**src/rtl/dchain_pkg.sv**
```systemverilog
package dchain_pkg;
    localparam int ADDR_W  = 32;
    localparam int WORD_W  = 32;
    localparam int BYTE_W  = 8;
    localparam int CNT_W   = 14;
    localparam int LANES   = WORD_W / BYTE_W;
    localparam int LANE_W  = $clog2(LANES);
    localparam int W_BYTES = WORD_W / BYTE_W;

    // count/flags word bit positions
    localparam int F_CHAIN_END = 31;
    localparam int F_PKT_END   = 30;
    localparam int F_IRQ_REQ   = 29;
    localparam int F_DONE      = 15;

    // control write / read bit positions
    localparam int C_RX     = 2;
    localparam int C_GO     = 4;
    localparam int C_ARM    = 5;
    localparam int R_PEND   = 0;
    localparam int R_ACTIVE = 1;

    localparam logic SEL_PTR  = 1'b0;
    localparam logic SEL_CTRL = 1'b1;

    typedef enum logic [3:0] {
        S_IDLE, S_F0, S_F1, S_F2, S_RD, S_TX, S_RXW, S_WR, S_WB, S_FIN
    } wstate_t;

    typedef struct packed {
        logic [ADDR_W-1:0] buf_addr;
        logic [WORD_W-1:0] ctl;
        logic [ADDR_W-1:0] nxt;
    } desc_t;

    function automatic logic [ADDR_W-1:0] align_word(input logic [ADDR_W-1:0] a);
        return {a[ADDR_W-1:LANE_W], {LANE_W{1'b0}}};
    endfunction

    function automatic logic [CNT_W-1:0] count_of(input logic [WORD_W-1:0] ctl);
        return ctl[CNT_W-1:0];
    endfunction
endpackage

```
**src/rtl/dchain_lane.sv**
```systemverilog
module dchain_lane
    import dchain_pkg::*;
(
    input  logic [WORD_W-1:0] word_i,
    input  logic [LANE_W-1:0] sel_i,
    input  logic [BYTE_W-1:0] byte_i,
    output logic [BYTE_W-1:0] byte_o,
    output logic [LANES-1:0]  be_o,
    output logic [WORD_W-1:0] wdata_o
);
    logic [BYTE_W-1:0] lanes [LANES];

    for (genvar g = 0; g < LANES; g++) begin : g_lane
        assign lanes[g]                      = word_i[g*BYTE_W +: BYTE_W];
        assign be_o[g]                       = (sel_i == LANE_W'(g));
        assign wdata_o[g*BYTE_W +: BYTE_W]   = byte_i;
    end

    assign byte_o = lanes[sel_i];
endmodule

```
**src/rtl/dchain_regs.sv**
```systemverilog
module dchain_regs
    import dchain_pkg::*;
(
    input  logic              clk,
    input  logic              rst,
    input  logic              reg_wr,
    input  logic              reg_rd,
    input  logic              reg_sel,
    input  logic [WORD_W-1:0] reg_wdata,
    output logic [WORD_W-1:0] reg_rdata,
    input  logic              eng_ptr_we,
    input  logic [ADDR_W-1:0] eng_ptr_val,
    input  logic              eng_irq_set,
    input  logic              eng_active,
    output logic [ADDR_W-1:0] ptr_o,
    output logic              start_o,
    output logic              start_rx_o,
    output logic              irq_o
);
    logic [ADDR_W-1:0] ptr_q;
    logic              pend_q;
    logic              ctrl_rd;

    assign ctrl_rd    = reg_rd && (reg_sel == SEL_CTRL);
    assign start_o    = reg_wr && (reg_sel == SEL_CTRL) && reg_wdata[C_GO]
                        && reg_wdata[C_ARM] && !eng_active;
    assign start_rx_o = reg_wdata[C_RX];
    assign ptr_o      = ptr_q;
    assign irq_o      = pend_q;

    always_ff @(posedge clk) begin
        if (rst) begin
            ptr_q  <= '0;
            pend_q <= 1'b0;
        end else begin
            if (eng_ptr_we)
                ptr_q <= eng_ptr_val;
            else if (reg_wr && reg_sel == SEL_PTR)
                ptr_q <= reg_wdata;
            // a new interrupt outranks a clearing read on the same edge
            if (eng_irq_set)
                pend_q <= 1'b1;
            else if (ctrl_rd)
                pend_q <= 1'b0;
        end
    end

    always_comb begin
        reg_rdata = '0;
        if (reg_sel == SEL_PTR) begin
            reg_rdata = ptr_q;
        end else begin
            reg_rdata[R_PEND]   = pend_q;
            reg_rdata[R_ACTIVE] = eng_active;
        end
    end

    // an interrupt raised by the engine is never lost
    p_irq_keep_r12: assert property (@(posedge clk) disable iff (rst)
        eng_irq_set |=> pend_q);

    // a control read with no new interrupt clears the flag
    p_rdclr_r11: assert property (@(posedge clk) disable iff (rst)
        (ctrl_rd && !eng_irq_set) |=> !pend_q);
endmodule

```
**src/rtl/dchain_walker.sv**
```systemverilog
module dchain_walker
    import dchain_pkg::*;
(
    input  logic              clk,
    input  logic              rst,
    input  logic              start_i,
    input  logic              start_rx_i,
    input  logic [ADDR_W-1:0] ptr_i,
    output logic              ptr_we_o,
    output logic [ADDR_W-1:0] ptr_val_o,
    output logic              irq_set_o,
    output logic              active_o,
    output logic              mem_req,
    output logic              mem_we,
    output logic [ADDR_W-1:0] mem_addr,
    output logic [LANES-1:0]  mem_be,
    output logic [WORD_W-1:0] mem_wdata,
    input  logic [WORD_W-1:0] mem_rdata,
    input  logic              mem_gnt,
    output logic              tx_valid,
    input  logic              tx_ready,
    output logic [BYTE_W-1:0] tx_data,
    output logic              tx_last,
    input  logic              rx_valid,
    output logic              rx_ready,
    input  logic [BYTE_W-1:0] rx_data,
    input  logic              rx_last
);
    wstate_t           st_q;
    desc_t             desc_q;
    logic [ADDR_W-1:0] cur_q;
    logic [CNT_W-1:0]  idx_q;
    logic [WORD_W-1:0] word_q;
    logic [BYTE_W-1:0] rxb_q;
    logic              rxl_q;
    logic              rx_q;

    logic [ADDR_W-1:0] byte_addr;
    logic              last_byte;
    logic [BYTE_W-1:0] lane_byte;
    logic [LANES-1:0]  lane_be;
    logic [WORD_W-1:0] lane_word;
    logic [WORD_W-1:0] wb_word;

    assign byte_addr = desc_q.buf_addr + ADDR_W'(idx_q);
    assign last_byte = (idx_q + CNT_W'(1)) == count_of(desc_q.ctl);

    dchain_lane u_lane (
        .word_i  (word_q),
        .sel_i   (byte_addr[LANE_W-1:0]),
        .byte_i  (rxb_q),
        .byte_o  (lane_byte),
        .be_o    (lane_be),
        .wdata_o (lane_word)
    );

    always_comb begin
        wb_word = desc_q.ctl;
        if (rx_q)
            wb_word[CNT_W-1:0] = idx_q;
        else
            wb_word[F_DONE] = 1'b1;
    end

    always_comb begin
        mem_req   = 1'b0;
        mem_we    = 1'b0;
        mem_addr  = cur_q;
        mem_be    = '1;
        mem_wdata = wb_word;
        unique case (st_q)
            S_F0: mem_req = 1'b1;
            S_F1: begin
                mem_req  = 1'b1;
                mem_addr = cur_q + ADDR_W'(W_BYTES);
            end
            S_F2: begin
                mem_req  = 1'b1;
                mem_addr = cur_q + ADDR_W'(2 * W_BYTES);
            end
            S_RD: begin
                mem_req  = 1'b1;
                mem_addr = align_word(byte_addr);
            end
            S_WR: begin
                mem_req   = 1'b1;
                mem_we    = 1'b1;
                mem_addr  = align_word(byte_addr);
                mem_be    = lane_be;
                mem_wdata = lane_word;
            end
            S_WB: begin
                mem_req  = 1'b1;
                mem_we   = 1'b1;
                mem_addr = cur_q + ADDR_W'(W_BYTES);
            end
            default: ;
        endcase
    end

    assign ptr_we_o  = (st_q == S_F2) && mem_gnt;
    assign ptr_val_o = mem_rdata;
    assign irq_set_o = (st_q == S_FIN) && desc_q.ctl[F_IRQ_REQ];
    assign active_o  = (st_q != S_IDLE);
    assign tx_valid  = (st_q == S_TX);
    assign tx_data   = lane_byte;
    assign tx_last   = tx_valid && last_byte && desc_q.ctl[F_PKT_END];
    assign rx_ready  = (st_q == S_RXW);

    always_ff @(posedge clk) begin
        if (rst) begin
            st_q   <= S_IDLE;
            desc_q <= '0;
            cur_q  <= '0;
            idx_q  <= '0;
            word_q <= '0;
            rxb_q  <= '0;
            rxl_q  <= 1'b0;
            rx_q   <= 1'b0;
        end else begin
            unique case (st_q)
                S_IDLE: if (start_i) begin
                    rx_q  <= start_rx_i;
                    cur_q <= ptr_i;
                    st_q  <= S_F0;
                end
                S_F0: if (mem_gnt) begin
                    desc_q.buf_addr <= mem_rdata;
                    st_q            <= S_F1;
                end
                S_F1: if (mem_gnt) begin
                    desc_q.ctl <= mem_rdata;
                    st_q       <= S_F2;
                end
                S_F2: if (mem_gnt) begin
                    desc_q.nxt <= mem_rdata;
                    idx_q      <= '0;
                    if (count_of(desc_q.ctl) == '0) st_q <= S_FIN;
                    else if (rx_q)                  st_q <= S_RXW;
                    else                            st_q <= S_RD;
                end
                S_RD: if (mem_gnt) begin
                    word_q <= mem_rdata;
                    st_q   <= S_TX;
                end
                S_TX: if (tx_ready) begin
                    idx_q <= idx_q + CNT_W'(1);
                    st_q  <= last_byte ? S_WB : S_RD;
                end
                S_RXW: if (rx_valid) begin
                    rxb_q <= rx_data;
                    rxl_q <= rx_last;
                    st_q  <= S_WR;
                end
                S_WR: if (mem_gnt) begin
                    idx_q <= idx_q + CNT_W'(1);
                    if (last_byte)  st_q <= S_FIN;
                    else if (rxl_q) st_q <= S_WB;
                    else            st_q <= S_RXW;
                end
                S_WB: if (mem_gnt) st_q <= S_FIN;
                S_FIN: begin
                    if (desc_q.ctl[F_CHAIN_END]) begin
                        st_q <= S_IDLE;
                    end else begin
                        cur_q <= desc_q.nxt;
                        st_q  <= S_F0;
                    end
                end
                default: st_q <= S_IDLE;
            endcase
        end
    end

    // a pending memory access holds still until granted
    p_mem_hold_r2: assert property (@(posedge clk) disable iff (rst)
        (mem_req && !mem_gnt) |=> (mem_req && $stable(mem_addr) && $stable(mem_we)));

    // transmit byte and marker hold while the device stalls
    p_tx_hold_r4: assert property (@(posedge clk) disable iff (rst)
        (tx_valid && !tx_ready) |=> (tx_valid && $stable(tx_data) && $stable(tx_last)));

    // a data write touches one lane, a write-back touches the whole word
    p_be_r7: assert property (@(posedge clk) disable iff (rst)
        (mem_req && mem_we) |-> ($countones(mem_be) == 1 || mem_be == '1));

    // an idle engine issues no traffic on any side
    p_idle_quiet_r10: assert property (@(posedge clk) disable iff (rst)
        !active_o |-> (!mem_req && !tx_valid && !rx_ready));
endmodule

```
**src/rtl/dchain_dma.sv**
```systemverilog
module dchain_dma
    import dchain_pkg::*;
(
    input  logic        clk,
    input  logic        rst,
    input  logic        reg_wr,
    input  logic        reg_rd,
    input  logic        reg_sel,
    input  logic [31:0] reg_wdata,
    output logic [31:0] reg_rdata,
    output logic        irq,
    output logic        mem_req,
    output logic        mem_we,
    output logic [31:0] mem_addr,
    output logic [3:0]  mem_be,
    output logic [31:0] mem_wdata,
    input  logic [31:0] mem_rdata,
    input  logic        mem_gnt,
    output logic        tx_valid,
    input  logic        tx_ready,
    output logic [7:0]  tx_data,
    output logic        tx_last,
    input  logic        rx_valid,
    output logic        rx_ready,
    input  logic [7:0]  rx_data,
    input  logic        rx_last
);
    logic [ADDR_W-1:0] ptr;
    logic              start;
    logic              start_rx;
    logic              ptr_we;
    logic [ADDR_W-1:0] ptr_val;
    logic              irq_set;
    logic              active;

    dchain_regs u_regs (
        .clk         (clk),
        .rst         (rst),
        .reg_wr      (reg_wr),
        .reg_rd      (reg_rd),
        .reg_sel     (reg_sel),
        .reg_wdata   (reg_wdata),
        .reg_rdata   (reg_rdata),
        .eng_ptr_we  (ptr_we),
        .eng_ptr_val (ptr_val),
        .eng_irq_set (irq_set),
        .eng_active  (active),
        .ptr_o       (ptr),
        .start_o     (start),
        .start_rx_o  (start_rx),
        .irq_o       (irq)
    );

    dchain_walker u_walk (
        .clk        (clk),
        .rst        (rst),
        .start_i    (start),
        .start_rx_i (start_rx),
        .ptr_i      (ptr),
        .ptr_we_o   (ptr_we),
        .ptr_val_o  (ptr_val),
        .irq_set_o  (irq_set),
        .active_o   (active),
        .mem_req    (mem_req),
        .mem_we     (mem_we),
        .mem_addr   (mem_addr),
        .mem_be     (mem_be),
        .mem_wdata  (mem_wdata),
        .mem_rdata  (mem_rdata),
        .mem_gnt    (mem_gnt),
        .tx_valid   (tx_valid),
        .tx_ready   (tx_ready),
        .tx_data    (tx_data),
        .tx_last    (tx_last),
        .rx_valid   (rx_valid),
        .rx_ready   (rx_ready),
        .rx_data    (rx_data),
        .rx_last    (rx_last)
    );

    // the channel becomes active only after an armed start write
    p_start_r1: assert property (@(posedge clk) disable iff (rst)
        $rose(active) |-> ($past(reg_wr) && $past(reg_sel) &&
                           $past(reg_wdata[C_GO]) && $past(reg_wdata[C_ARM])));
endmodule

```
**config.mk**
```make
export PLATFORM = sky130hd
export DESIGN_NAME = dchain_dma
export DESIGN_NICKNAME = d
export VERILOG_FILES = /design/src/rtl/dchain_pkg.sv /design/src/rtl/dchain_lane.sv /design/src/rtl/dchain_regs.sv /design/src/rtl/dchain_walker.sv /design/src/rtl/dchain_dma.sv
export SDC_FILE = /design/constraint.sdc
export NUM_CORES = 1
export LEC_CHECK = 0
export CAP_MARGIN = 20
export CORE_MARGIN = 4
export CORE_UTILIZATION = 35
export CTS_CLUSTER_SIZE = 8
export DETAILED_ROUTE_END_ITERATION = 10
export GPL_ROUTABILITY_DRIVEN = 0
export PLACE_DENSITY_LB_ADDON = 0.25
export SYNTH_ARGS = -nofsm -noshare
export SYNTH_HDL_FRONTEND = slang
export SYNTH_SLANG_ARGS = --single-unit
export TNS_END_PERCENT = 1
```
**constraint.sdc**
```tcl
create_clock -name clk -period 3.7 [get_ports clk]
set_input_delay 0.925 -clock clk [delete_from_list [all_inputs] [get_ports clk]]
set_output_delay 0.925 -clock clk [all_outputs]
set_load 0.05 [all_outputs]
```
=== Word level (Yosys, flattened, before mapping) ===
Cells that the tools add are included.

* Order comparisons: 1
* Add/sub/neg operators: 4
* Bitwise logic cells: 2
* Mux-type cells: 39
* Equality and inequality tests: 23
* Reductions and logical operators: 32

{| class="wikitable"
|+ Operator list
! operator !! count
|-
| 32-bit two-way mux || 5
|-
| 32-bit one-hot mux with 3 select lines || 1
|-
| 32-bit one-hot mux with 2 select lines || 1
|-
| 14-bit two-way mux || 4
|-
| 4-bit two-way mux || 14
|-
| 14-bit one-hot mux with 3 select lines || 1
|-
| 4-bit one-hot mux with 10 select lines || 1
|-
| 32-bit by 14-bit adder with 32-bit output || 1
|-
| 32-bit by 3-bit adder with 32-bit output (second input constant) || 1
|-
| 32-bit by 4-bit adder with 32-bit output (second input constant) || 1
|-
| 30-bit two-way mux || 1
|-
| 2-bit != test (second input constant) || 10
|-
| 8-bit binary-select mux with 2-bit select || 1
|-
| 4-bit by 3-bit equality test with 1-bit output (second input constant) || 4
|-
| 8-bit two-way mux || 2
|-
| 14-bit by 1-bit adder with 14-bit output (second input constant) || 1
|-
| 14-bit equality test || 1
|-
| 14-bit logical NOT || 1
|-
| 2-bit AND reduction || 6
|-
| 1-bit logical AND || 10
|-
| 9-bit AND reduction || 1
|-
| 4-bit by 2-bit equality test with 1-bit output (second input constant) || 2
|-
| 4-bit equality test (second input constant) || 2
|-
| 1-bit two-way mux || 6
|-
| other kinds (17) || 23
|}

* Bits of input ports: 81
* Register bits: 221
* Output and inout bits: 114
* Word-level logic and storage cells: 113

=== Longest topological paths before layout ===
Gate-level depths: netlist (run 1).

* Word-level depth: 6
* Depth in mapped cells: 10
* Depth with buffers taken out: 10

=== Hierarchy ===
A second synthesis (run 1) with hierarchy kept.

* Cell total of the unflattened synthesis: 1765
* Area total of the unflattened synthesis: 13603.0 um^2

{| class="wikitable"
|+ Modules (own cells, without submodules)
! module !! area an instance (um^2) !! sequential area each (um^2) !! cells each !! instances
|-
| dchain_walker || 11135.7 || 3763.6 || 1493 || 1
|-
| dchain_regs || 1999.4 || 660.6 || 226 || 1
|-
| dchain_lane || 467.9 || 0.0 || 46 || 1
|}

=== Worst setup path after synthesis (run 1) ===
OpenSTA, ideal clock, no wires.

* Path type: register -> output
* Start point: register u_walk.st_q[3]
* End point: output mem_addr[8]
* Cell stages (with the launch flop): 8
* Required time: 2.775 ns
* Arrival time: 3.339 ns
* Slack: -0.564 ns
* Path buffers: 3
* Path through: dfxtp_1 clkbuf_1 xnor2_1 or3_1 clkbuf_1 o22a_1 clkbuf_1 o311ai_0

* Longest elaborated chain between the ends: 3
* Elaborated cells on any way between the ends: 8
* Those cells by class: 5 x eq/ne; 1 x mux; 2 x reduce/logical

{| class="wikitable"
|+ Ends and longest elaborated chain
! element !! RTL line !! text
|-
| start: declaration || dchain_walker.sv:29 || <nowiki>wstate_t st_q;</nowiki>
|-
| start signal: assignment || dchain_walker.sv:148 || <nowiki>st_q <= last_byte ? S_WB : S_RD;</nowiki>
|-
| 4-bit by 2-bit equality test with 1-bit output, or another cell as far along || dchain_walker.sv:71 || <nowiki>unique case (st_q)</nowiki>
|-
| 2-bit OR reduction (no source line) || - ||
|-
| 32-bit one-hot mux with 3 select lines (*) || dchain_walker.sv:71 ||
|-
| end: declaration || dchain_dma.sv:14 || <nowiki>output logic [31:0] mem_addr,</nowiki>
|}

Every way passes the cells marked *; elsewhere a longest branch is shown, timed or not.

=== Final worst setup path (run 1) ===
* Start point: register u_walk.desc_q[64] (netlist bit)
* End point: output mem_addr[24]

* Longest elaborated chain between the ends: 2

{| class="wikitable"
|+ Ends and longest elaborated chain
! element !! RTL line !! text
|-
| start: declaration || dchain_walker.sv:30 || <nowiki>desc_t desc_q;</nowiki>
|-
| 32-bit by 14-bit adder with 32-bit output || dchain_walker.sv:45 || <nowiki>assign byte_addr = desc_q.buf_addr + ADDR_W'(idx_q);</nowiki>
|-
| 32-bit one-hot mux with 3 select lines || dchain_walker.sv:71 ||
|}

Every way passes these cells.

==> impl_metrics.py, run 1 <==
metrics = {
    "run_status": {
        "status": "finished, violations left",
        "violations": "negative setup slack",
    },
    "detailed_routing": {
        "drtPass1Iterations": 8,
        "routedWlPerCell_um": 20.6,
        "drc": 0,
        "ant_nets": 0,
        "via_per_inst": 5.63,
        "drtIter0Drc": 1443,
        "num_vias": 12900,
        "routed_wl_um": 47400,
    },
    "synth": {
        "synth_top_family_by_area": "simple AND/OR/NAND/NOR gates",
        "synth_area_leaders": "dfxtp_1 36%, nand2_1 15%, a21oi_1 9.2%",
        "synth_nets": 1744,
        "synth_area_um2": 12100,
        "synthTopCellsByCount": "471 x nand2_1, 224 x a21oi_1, 221 x dfxtp_1, 107 x clkbuf_1, 93 x nor2_1",
        "synthMostInstantiatedCell": "nand2_1",
        "synth_warnings": 0,
        "synth_edf_count": 0,
        "synth_cells": 1645,
        "ys_types": 72,
        "synth_seq_cells": 221,
        "ys_seq_area_frac": 0.364,
        "netlist.area_leader.share": 0.364,
        "ys.flop_type": "dfxtp_1",
        "yosys.area_share.adder": 0.0192,
        "synth-xor-area-share": 0.0361,
        "yosys.area_share.simple": 0.275,
        "async_flop_share": 0,
        "synth_top_cell_by_area": "dfxtp_1",
        "synth_compound_area_frac": 0.204,
        "avgSynthCellArea_um2": 7.38,
        "synthMuxAreaShare": 0.0603,
    },
    "power": {
        "p_leak_uw": 0.00601,
        "clkPwrFrac": 0.382,
        "pwr-share-seq": 0.403,
        "internal_power_uw": 4510,
        "p_per_area_nw_per_um2": 385,
        "p_comb_frac": 0.215,
        "power_switching_share": 0.301,
        "switchingPower_uw": 1940,
        "max-vdd-ir-drop_uv": 378,
    },
    "clocking": {
        "cts_sinks": 221,
        "cts_tree": "built",
        "clk_latency_ns": 0.56,
        "h-tree-depth": 1,
        "clockBufferDepth": 3,
        "clkTransAtPathRegs_ns": 0.05,
        "clockRootBuffer": "clkbuf_16",
        "numCtsBuffers": 31,
        "cts_hold_buf": 0,
    },
    "critical_path": {
        "rr_startpoint": "u_walk.idx_q[0]$_SDFFE_PP0P_",
        "r2r-end": "u_walk.st_q[2]$_SDFFE_PP0P_",
        "crit_fanout": 7,
        "crit_end": "mem_addr[24]",
        "cp.required_ns": 2.77,
        "cp-end-kind": "primary output",
        "crit_type": "flip-flop to primary output",
        "r2r_slack_ns": 0.97,
        "cp-startpoint": "u_walk.desc_q[64]$_SDFFE_PP0P_",
        "cp.arrival_ns": 3.07,
        "r2r_cells": 9,
        "start_kind": "flip-flop",
    },
    "finish": {
        "insertedDiodeCount": 0,
        "drive_gt1_frac": 0.186,
        "instances_no_fill": 2296,
        "syn2layout_area_growth_pct": 37.8,
        "fin_util": 0.494,
        "fin_nets": 1945,
    },
    "die": {
        "io_pins": 195,
        "fp.dieW_um": 194,
        "rows": 67,
        "die_h_um": 194,
        "core_um2": 33900,
        "start_util": 0.358,
        "die_area_um2": 37700,
    },
    "sta": {
        "fmax_ghz": 0.250,
        "hold_violations": 0,
        "max-slew-margin-rel": 0.355,
        "worst_pin_slew_ns": 0.966,
        "layout_setup_ws_ns": -0.296,
        "post-route-min-period_ns": 4.00,
        "fin_worst_skew_ns": 0.0113,
        "holdWs_ns": 0.452,
        "setup_viol": 25,
        "rsz0062_at_grt": "yes",
        "fin_crit_sh": 1.08,
        "slew_viol_final": 0,
        "fin_setup_tns_ns": -3.20,
    },
    "global_route": {
        "track_usage": 0.239,
        "grt_pass1_vias": 12100,
        "antenna_found_initial": 1,
        "globalRouteOverflowTotal": 0,
        "grt_max_degree": 101,
        "grt_pass1_wl_um": 72600,
    },
    "placed_design": {
        "place_inst": 2256,
        "hpwl_um": 35500,
        "io_buffers": 194,
    },
    "job": {
        "cap_viol_max_count": 0,
    },
    "hold_path": {
        "hold_path_class": "flip-flop to flip-flop",
        "min_from": "u_walk.desc_q[28]$_SDFFE_PP0P_",
    },
}
-- through the flow --
step,setup WS [ns],total power (µW),area [µm²]
after floorplan,-0.470,3330,12100
after global placement,-0.0175,3970,15600
after detailed placement,-0.111,3980,15600
after CTS,-0.449,6440,16500
after global routing,-0.405,6680,16700
final,-0.296,6440,16700
-- layer usage --
metal / wire length, µm / up-vias / GRT usage
li1: - / 6126 / -
met1: 19800 / 6096 / 0.325
met2: 21800 / 589 / 0.384
met3: 4160 / 104 / 0.0471
met4: 1550 / 2 / 0.0724
met5: 12 / - / 0
-- worst min path at each step --
stage | end | slack [ns] | cells past startpoint
floorplan | u_walk.word_q[0]$_SDFFE_PP0P_ | 0.43 | 2
global placement | u_walk.word_q[17]$_SDFFE_PP0P_ | 0.44 | 2
detailed placement | u_walk.word_q[14]$_SDFFE_PP0P_ | 0.44 | 2
CTS | u_walk.word_q[14]$_SDFFE_PP0P_ | 0.45 | 2
global route | u_walk.desc_q[16]$_SDFFE_PP0P_ | 0.46 | 2
finish | u_walk.desc_q[28]$_SDFFE_PP0P_ | 0.45 | 2
-- worst max-delay path, stage by stage, from the launching register on --
cell and delay (ns):
dfxtp_2 0.35, ha_4 0.14, inv_2 0.03, fa_2 0.34
nor2b_2 0.15, o31a_1 0.21, o311ai_4 0.15, a21oi_4 0.18
buf_6 0.15, nor2_4 0.04, or4_4 0.55, nand3_4 0.10
buf_12 0.14
-- cell usage in the layout (no fill, tap or decap), drive strengths merged, types with 10 or more instances in the layout --
cell,netlist,routed
and3,14,14
clkbuf,108,34
dfxtp,221,221
nor3,14,14
buf,13,208
clkdlybuf4s50,0,81
nand2,471,471
inv,10,11
ha,17,17
mux2,33,33
and2,11,11
nor2,93,93
nand4,21,21
xnor2,32,32
a21oi,224,224
nor4,10,10
o211ai,10,10
a311oi,32,32
nor2b,38,38
nand3,42,42
mux2i,18,18
xor2,18,18
o21ai,60,60
-- state kept, by name (all words and copies together) (netlist names) --
signal,cells
u_walk.idx_q,14
u_walk.st_q,4
u_regs.ptr_o,32
u_walk.cur_q,32
u_walk.rxl_q,1
u_walk.rxb_q,8
u_walk.desc_q,96
u_walk.word_q,32
u_walk.rx_q,1
u_regs.irq_o,1
-- layout make-up --
| class | count | area [µm²] |
|---|---|---|
| well taps | 448 | 561 |
| flip-flops and latches | 221 | 4430 |
| clock inverters | 1 | 8.76 |
| inverters | 10 | 37.5 |
| clock buffers | 34 | 787 |
| repair buffers | 289 | 3420 |
| fillers | 3279 | 17100 |
| multi-input cells | 1293 | 7490 |
-- timing repair --
action | in CTS | in global routing
pin swaps | 14 | 16
setup buffers | 2 | 5
resized for setup | 29 | 42
endpoints found under the setup margin | 27 | 30
hold endpoints to repair | 0 | 0
-- cell families (layout without fill, tap and decap cells) --
| logic type | after synthesis | in the layout |
|---|---|---|
| muxes | 59 | 59 |
| AOI/OAI and AO/OA | 411 | 411 |
| buffers and inverters | 131 | 334 |
| xor gates and xnor gates | 50 | 50 |
| DFF | 221 | 221 |
| and+or+nand+nor | 755 | 755 |
| adders and majority gates | 18 | 18 |
-- power groups by stage --
stage	clock network, µW	logic (µW)	registers (µW)
floorplan	0	749	2580
global placement	0	1340	2630
detailed placement	0	1350	2640
CTS	2490	1360	2590
global route	2610	1470	2600
finish	2460	1380	2600
No activity file was read; power rests on OpenSTA's default activity.
==> run 2, diff against run 1 <==
SETUP_SLACK_MARGIN = 0.05   (was default)
clock period = 4.1 ns   (was 3.7 ns; I/O delays follow)
==> run 2 against run 1 <==
  * The run now ends clean
  * Combinational power decreased by 12%
  * Sequential cell count did not move
  * Clock-buffer cell count is 3 lower
  * Cell area fell by 2.8%
  * Via count decreased by 0.87%
  * Global-route usage down 0.056 points
  * First-iteration DRC count is 12% lower
  * Largest cell class unchanged
==> impl_metrics.py, run 2 (synthesis results as in run 1) <==
metrics = {
    "critical_path": {
        "crit_fanout": 7,
        "critical_path.max_stage_delay_ns": 0.49,
        "cp.arrival_ns": 3.01,
        "crit_type": "flip-flop to primary output",
        "cp-end-kind": "primary output",
        "crit_path_cell_trace": "ha_4 -> inv_1 -> fa_2 -> nor2b_2 -> o31a_1 -> o311ai_4 -> a21oi_2 -> buf_6 -> nor2_1 -> or4_1 -> nand3_2 -> buf_12",
        "r2r_cells": 8,
        "cp.required_ns": 3.07,
        "start_kind": "flip-flop",
        "rr_startpoint": "u_walk.idx_q[0]$_SDFFE_PP0P_",
        "r2r-end": "u_walk.st_q[2]$_SDFFE_PP0P_",
        "r2r_slack_ns": 1.44,
        "crit_slowest_cell": "or4_1",
    },
    "sta": {
        "fmax_ghz": 0.248,
        "max-slew-margin-rel": 0.321,
        "holdWs_ns": 0.453,
        "slew_viol_final": 0,
        "fin_crit_sh": 0.984,
        "fin_setup_tns_ns": 0,
        "setup_viol": 0,
        "fin_worst_skew_ns": 0.0108,
        "hold_violations": 0,
        "layout_setup_ws_ns": 0.0653,
        "rsz0062_at_grt": "yes",
        "post-route-min-period_ns": 4.03,
        "worst_pin_slew_ns": 1.02,
    },
    "placed_design": {
        "hpwl_um": 34900,
        "io_buffers": 194,
        "dp_worst_setup_slack_ns": 0.168,
        "placed_area_um2": 15300,
    },
    "detailed_routing": {
        "drtPass1Iterations": 7,
        "via_per_inst": 5.66,
        "routedWlPerCell_um": 21.0,
        "drtIter0Drc": 1272,
        "drc": 0,
        "routed_wl_um": 47500,
        "num_vias": 12800,
        "ant_nets": 0,
    },
    "hold_path": {
        "hold_path_depth": 2,
        "worstHoldEndpoint": "u_walk.desc_q[12]$_SDFFE_PP0P_",
        "hold_path_class": "flip-flop to flip-flop",
        "min_from": "u_walk.desc_q[12]$_SDFFE_PP0P_",
    },
    "finish": {
        "syn2layout_area_growth_pct": 34.0,
        "layout_common_cells": "469 x nand2_1, 219 x a21oi_1, 212 x dfxtp_1",
        "final_common_cell": "nand2_1",
        "largest_reg_flops": 96,
        "regMostFlops": "u_walk.desc_q",
        "drive_gt1_frac": 0.163,
        "stdcell_area_um2": 16300,
        "fin_nets": 1912,
    },
    "run_status": {
        "status": "finished, final reports clean",
    },
    "clocking": {
        "clkTransAtPathRegs_ns": 0.05,
        "cts_hold_buf": 0,
        "h-tree-depth": 1,
        "cts_tree": "built",
        "numCtsBuffers": 31,
        "clockBufferDepth": 3,
        "clockRootBuffer": "clkbuf_16",
        "cts_sinks": 221,
        "clk_latency_ns": 0.54,
    },
    "global_route": {
        "track_usage": 0.238,
        "grt_pass1_wl_um": 71800,
        "grt_max_degree": 140,
        "antenna_found_initial": 1,
        "globalRouteOverflowTotal": 0,
        "grt_pass1_vias": 11900,
    },
    "die": {
        "rows": 67,
        "die_area_um2": 37700,
        "die_h_um": 194,
        "fp.dieW_um": 194,
        "start_util": 0.358,
        "io_pins": 195,
        "core_um2": 33900,
    },
    "power": {
        "p_leak_uw": 0.00577,
        "power_uw": 5740,
        "p_per_area_nw_per_um2": 353,
        "max-vdd-ir-drop_uv": 285,
    },
    "job": {
        "cap_viol_max_count": 0,
    },
}
run 2: how the worst max path moves through the flow:
| stage | to | slack [ns] | startpoint |
|---|---|---|---|
| 6_report | mem_addr[24] | 0.07 | u_walk.idx_q[0]$_SDFFE_PP0P_ |
| 5_1_grt | tx_last | -0.03 | u_walk.idx_q[0]$_SDFFE_PP0P_ |
| 2_1_floorplan | mem_addr[18] | -0.17 | u_walk.idx_q[0]$_SDFFE_PP0P_ |
| 3_5_place_dp | mem_addr[16] | 0.17 | u_walk.idx_q[0]$_SDFFE_PP0P_ |
| 3_3_place_gp | mem_addr[16] | 0.16 | u_walk.idx_q[0]$_SDFFE_PP0P_ |
| 4_1_cts | mem_addr[24] | -0.004 | u_walk.idx_q[0]$_SDFFE_PP0P_ |
run 2: worst max-delay path: cells and delay by family (launching register included):
| family | cells | cell delay [ns] |
|---|---|---|
| simple gates | 4 | 0.81 |
| fa+ha+maj | 2 | 0.48 |
| compound gates | 3 | 0.49 |
| flops | 1 | 0.35 |
| buf+inv | 3 | 0.33 |
run 2: cell type report:
type,count,area (µm²)
flip-flops and latches,221,4440
diodes,1,2.50
fillers,3327,17600
multi-input cells,1293,7380
repair buffers,256,3070
clock buffers,31,776
well taps,448,561
clock inverters,1,5.00
inverters,10,37.5
run 2: timing repair:
item	in CTS	in global routing
buffers inserted	2	3
endpoints found under the setup margin	21	19
resized for setup	22	29
pin swaps	7	11
run 2: through the flow:
step / utilization / std cells
after floorplan: - / 1645
after CTS: 0.476 / 2257
after global placement: 0.451 / 2223
after global routing: 0.480 / 2261
final: 0.480 / 2261
after detailed placement: 0.451 / 2223
run 2: routing by layer:
metal	global-route usage	wire, µm
met1	0.324	19800
met2	0.373	21600
met3	0.0528	4230
met4	0.0857	1820
met5	0	0
run 2: report_power, final:
part / internal (µW) / total [µW] / switching, µW
registers: 2240 / 2340 / 106
clock network: 1310 / 2180 / 874
logic: 479 / 1210 / 732
==> run 3, diff against run 2 <==
CORE_ASPECT_RATIO = 1.4   (was default)
CORE_UTILIZATION = 32   (was 35)
HOLD_SLACK_MARGIN = 0.03   (was default)
==> run 3 against run 2 <==
  * Non-clock buffer count did not move
  * Combinational power hardly changed
  * Clock-buffer cell count is 2 higher
  * Total power is 0.94% higher
  * Global-route usage decreased by 2.0 points
  * Setup slack got worse by 0.015 ns
  * Hold slack got worse by 0.0047 ns
  * Sequential cell count is the same
  * Highest routed layer unchanged
  * Critical endpoint is now mem_addr[29]
  * Sequential power hardly changed
  * Critical path depth shrank 1
  * Largest power group unchanged
==> impl_metrics.py, run 3 (synthesis results as in run 1) <==
metrics = {
    "job": {
        "cap_viol_max_count": 0,
    },
    "placed_design": {
        "placed_area_um2": 15400,
        "hpwl_um": 34200,
        "io_buffers": 194,
    },
    "critical_path": {
        "crit_fanout": 6,
        "crit_top_cell": "buf_4",
        "critical_path.max_stage_delay_ns": 0.35,
        "cp.required_ns": 3.07,
        "crit_path_cell_trace": "ha_1 -> and2_1 -> nand4_1 -> a21oi_2 -> o21ai_4 -> buf_4 -> a211oi_1 -> xnor2_1 -> o21ai_0 -> buf_4 -> buf_12",
        "cp-end-kind": "primary output",
        "crit_slowest_cell": "ha_1",
        "cp.arrival_ns": 3.03,
        "start_kind": "flip-flop",
        "crit_type": "flip-flop to primary output",
        "r2r_cells": 9,
    },
    "finish": {
        "fillers": 3665,
        "stdcell_area_um2": 16400,
        "fin_nets": 1912,
        "final_common_cell": "nand2_1",
        "insertedDiodeCount": 0,
        "final-seq-area_um2": 4440,
        "multi_input_area_um2": 7410,
        "largest_reg_flops": 96,
        "layout_common_cells": "470 x nand2_1, 220 x a21oi_1, 214 x dfxtp_1",
        "syn2layout_area_growth_pct": 35.2,
        "regMostFlops": "u_walk.desc_q",
        "drive_gt1_frac": 0.164,
    },
    "detailed_routing": {
        "drtPass1Iterations": 5,
        "ant_nets": 0,
        "num_vias": 12500,
        "drc": 0,
        "drtIter0Drc": 982,
        "routed_wl_um": 46700,
        "routedWlPerCell_um": 20.4,
        "via_per_inst": 5.47,
    },
    "sta": {
        "fin_worst_skew_ns": 0.00723,
        "slew_viol_final": 0,
        "hold_violations": 0,
        "fin_crit_sh": 0.988,
        "setup_viol": 0,
        "holdWs_ns": 0.448,
        "post-route-min-period_ns": 4.05,
        "rsz0062_at_grt": "yes",
        "max-slew-margin-rel": 0.340,
        "worst_pin_slew_ns": 0.989,
        "fin_setup_tns_ns": 0,
        "fmax_ghz": 0.247,
    },
    "power": {
        "clkPwrFrac": 0.387,
        "power_switching_share": 0.300,
        "max-vdd-ir-drop_uv": 291,
        "pwr-share-seq": 0.405,
        "internal_power_uw": 4050,
        "switchingPower_uw": 1740,
        "p_leak_uw": 0.00581,
        "p_comb_frac": 0.208,
        "p_per_area_nw_per_um2": 353,
    },
    "global_route": {
        "grt_max_degree": 91,
        "grt_pass1_wl_um": 71300,
        "globalRouteOverflowTotal": 0,
        "antenna_found_initial": 0,
        "track_usage": 0.218,
        "grt_pass1_vias": 12200,
    },
    "clocking": {
        "clockRootBuffer": "clkbuf_16",
        "cts_hold_buf": 0,
        "clk_latency_ns": 0.56,
        "cts_tree": "built",
        "h-tree-depth": 1,
        "numCtsBuffers": 31,
        "cts_sinks": 221,
        "clockBufferDepth": 3,
        "clkTransAtPathRegs_ns": 0.05,
    },
    "hold_path": {
        "hold_path_depth": 2,
        "hold_path_class": "flip-flop to flip-flop",
    },
    "die": {
        "die_h_um": 238,
        "start_util": 0.324,
        "io_pins": 195,
        "die_area_um2": 41200,
        "core_um2": 37500,
        "rows": 84,
        "fp.dieW_um": 173,
    },
    "run_status": {
        "status": "finished, final reports clean",
    },
}
## run 3: cell types whose count changed in the layout (fill, tap and decap cells not counted), moves of 2 or more
| cell | delta |
|---|---|
| clkdlybuf4s50_1 | -2 |
| o22ai_2 | +2 |
| o221ai_2 | -2 |
| buf_12 | +7 |
| o21ai_1 | -2 |
| ha_4 | +2 |
| o22ai_1 | -2 |
| buf_4 | -4 |
| dfxtp_1 | +2 |
| o221ai_1 | +2 |
## run 3: final timing paths
path	end	slack, ns	startpoint
setup / recovery	mem_addr[29]	0.05	u_walk.idx_q[8]$_SDFFE_PP0P_
hold / removal	u_walk.word_q[12]$_SDFFE_PP0P_	0.45	u_walk.word_q[12]$_SDFFE_PP0P_
setup reg to reg	u_walk.st_q[2]$_SDFFE_PP0P_	1.27	u_walk.idx_q[0]$_SDFFE_PP0P_
hold reg to reg	u_walk.word_q[12]$_SDFFE_PP0P_	0.45	u_walk.word_q[12]$_SDFFE_PP0P_
## run 3: area by class of cell
cell class,instances,area share
clock buffer,33,0.0483
inverter,10,0.00229
multi-input combinational,1293,0.451
sequential,221,0.270
tap,473,0.0361
timing repair buffer,256,0.192
## run 3: through the flow
step | setup WS, ns | total power [µW] | instances | utilization
5_1_grt | -0.0608 | 6000 | 2286 | 0.437
6_report | 0.0498 | 5790 | 2286 | 0.437
2_1_floorplan | -0.170 | 3010 | 1645 | -
3_5_place_dp | 0.256 | 3580 | 2250 | 0.411
3_3_place_gp | 0.205 | 3570 | 2250 | 0.411
4_1_cts | -0.0582 | 5820 | 2285 | 0.435
## run 3: layer usage
metal / global-route usage / vias up / part of all wire
li1: - / 6048 / -
met1: 0.250 / 5928 / 0.38
met2: 0.386 / 397 / 0.49
met3: 0.0309 / 129 / 0.052
met4: 0.132 / 0 / 0.070
met5: 0 / - / 0
## run 3: repair_timing
item / 4_1_cts / 5_1_grt
buffers inserted: 2 / 1
pin swaps: 6 / 15
resized for setup: 25 / 22
setup endpoints to repair: 24 / 22
## run 3: power by group through the flow
stage	clock network [µW]	logic [µW]	registers (µW)
finish	2240	1210	2350
global route	2360	1290	2350
CTS	2280	1200	2340
detailed placement	0	1200	2380
global placement	0	1190	2380
floorplan	0	676	2330
## run 3: critical path, delay by kind of cell, from the launching register on
family	cells	cell delay, ns
AND/OR/NAND/NOR	2	0.33
buffers and inverters	3	0.49
adder cells (fa/ha/maj)	1	0.35
AO/OA/AOI/OAI	4	0.87
XOR/XNOR	1	0.10
flip-flops	1	0.34
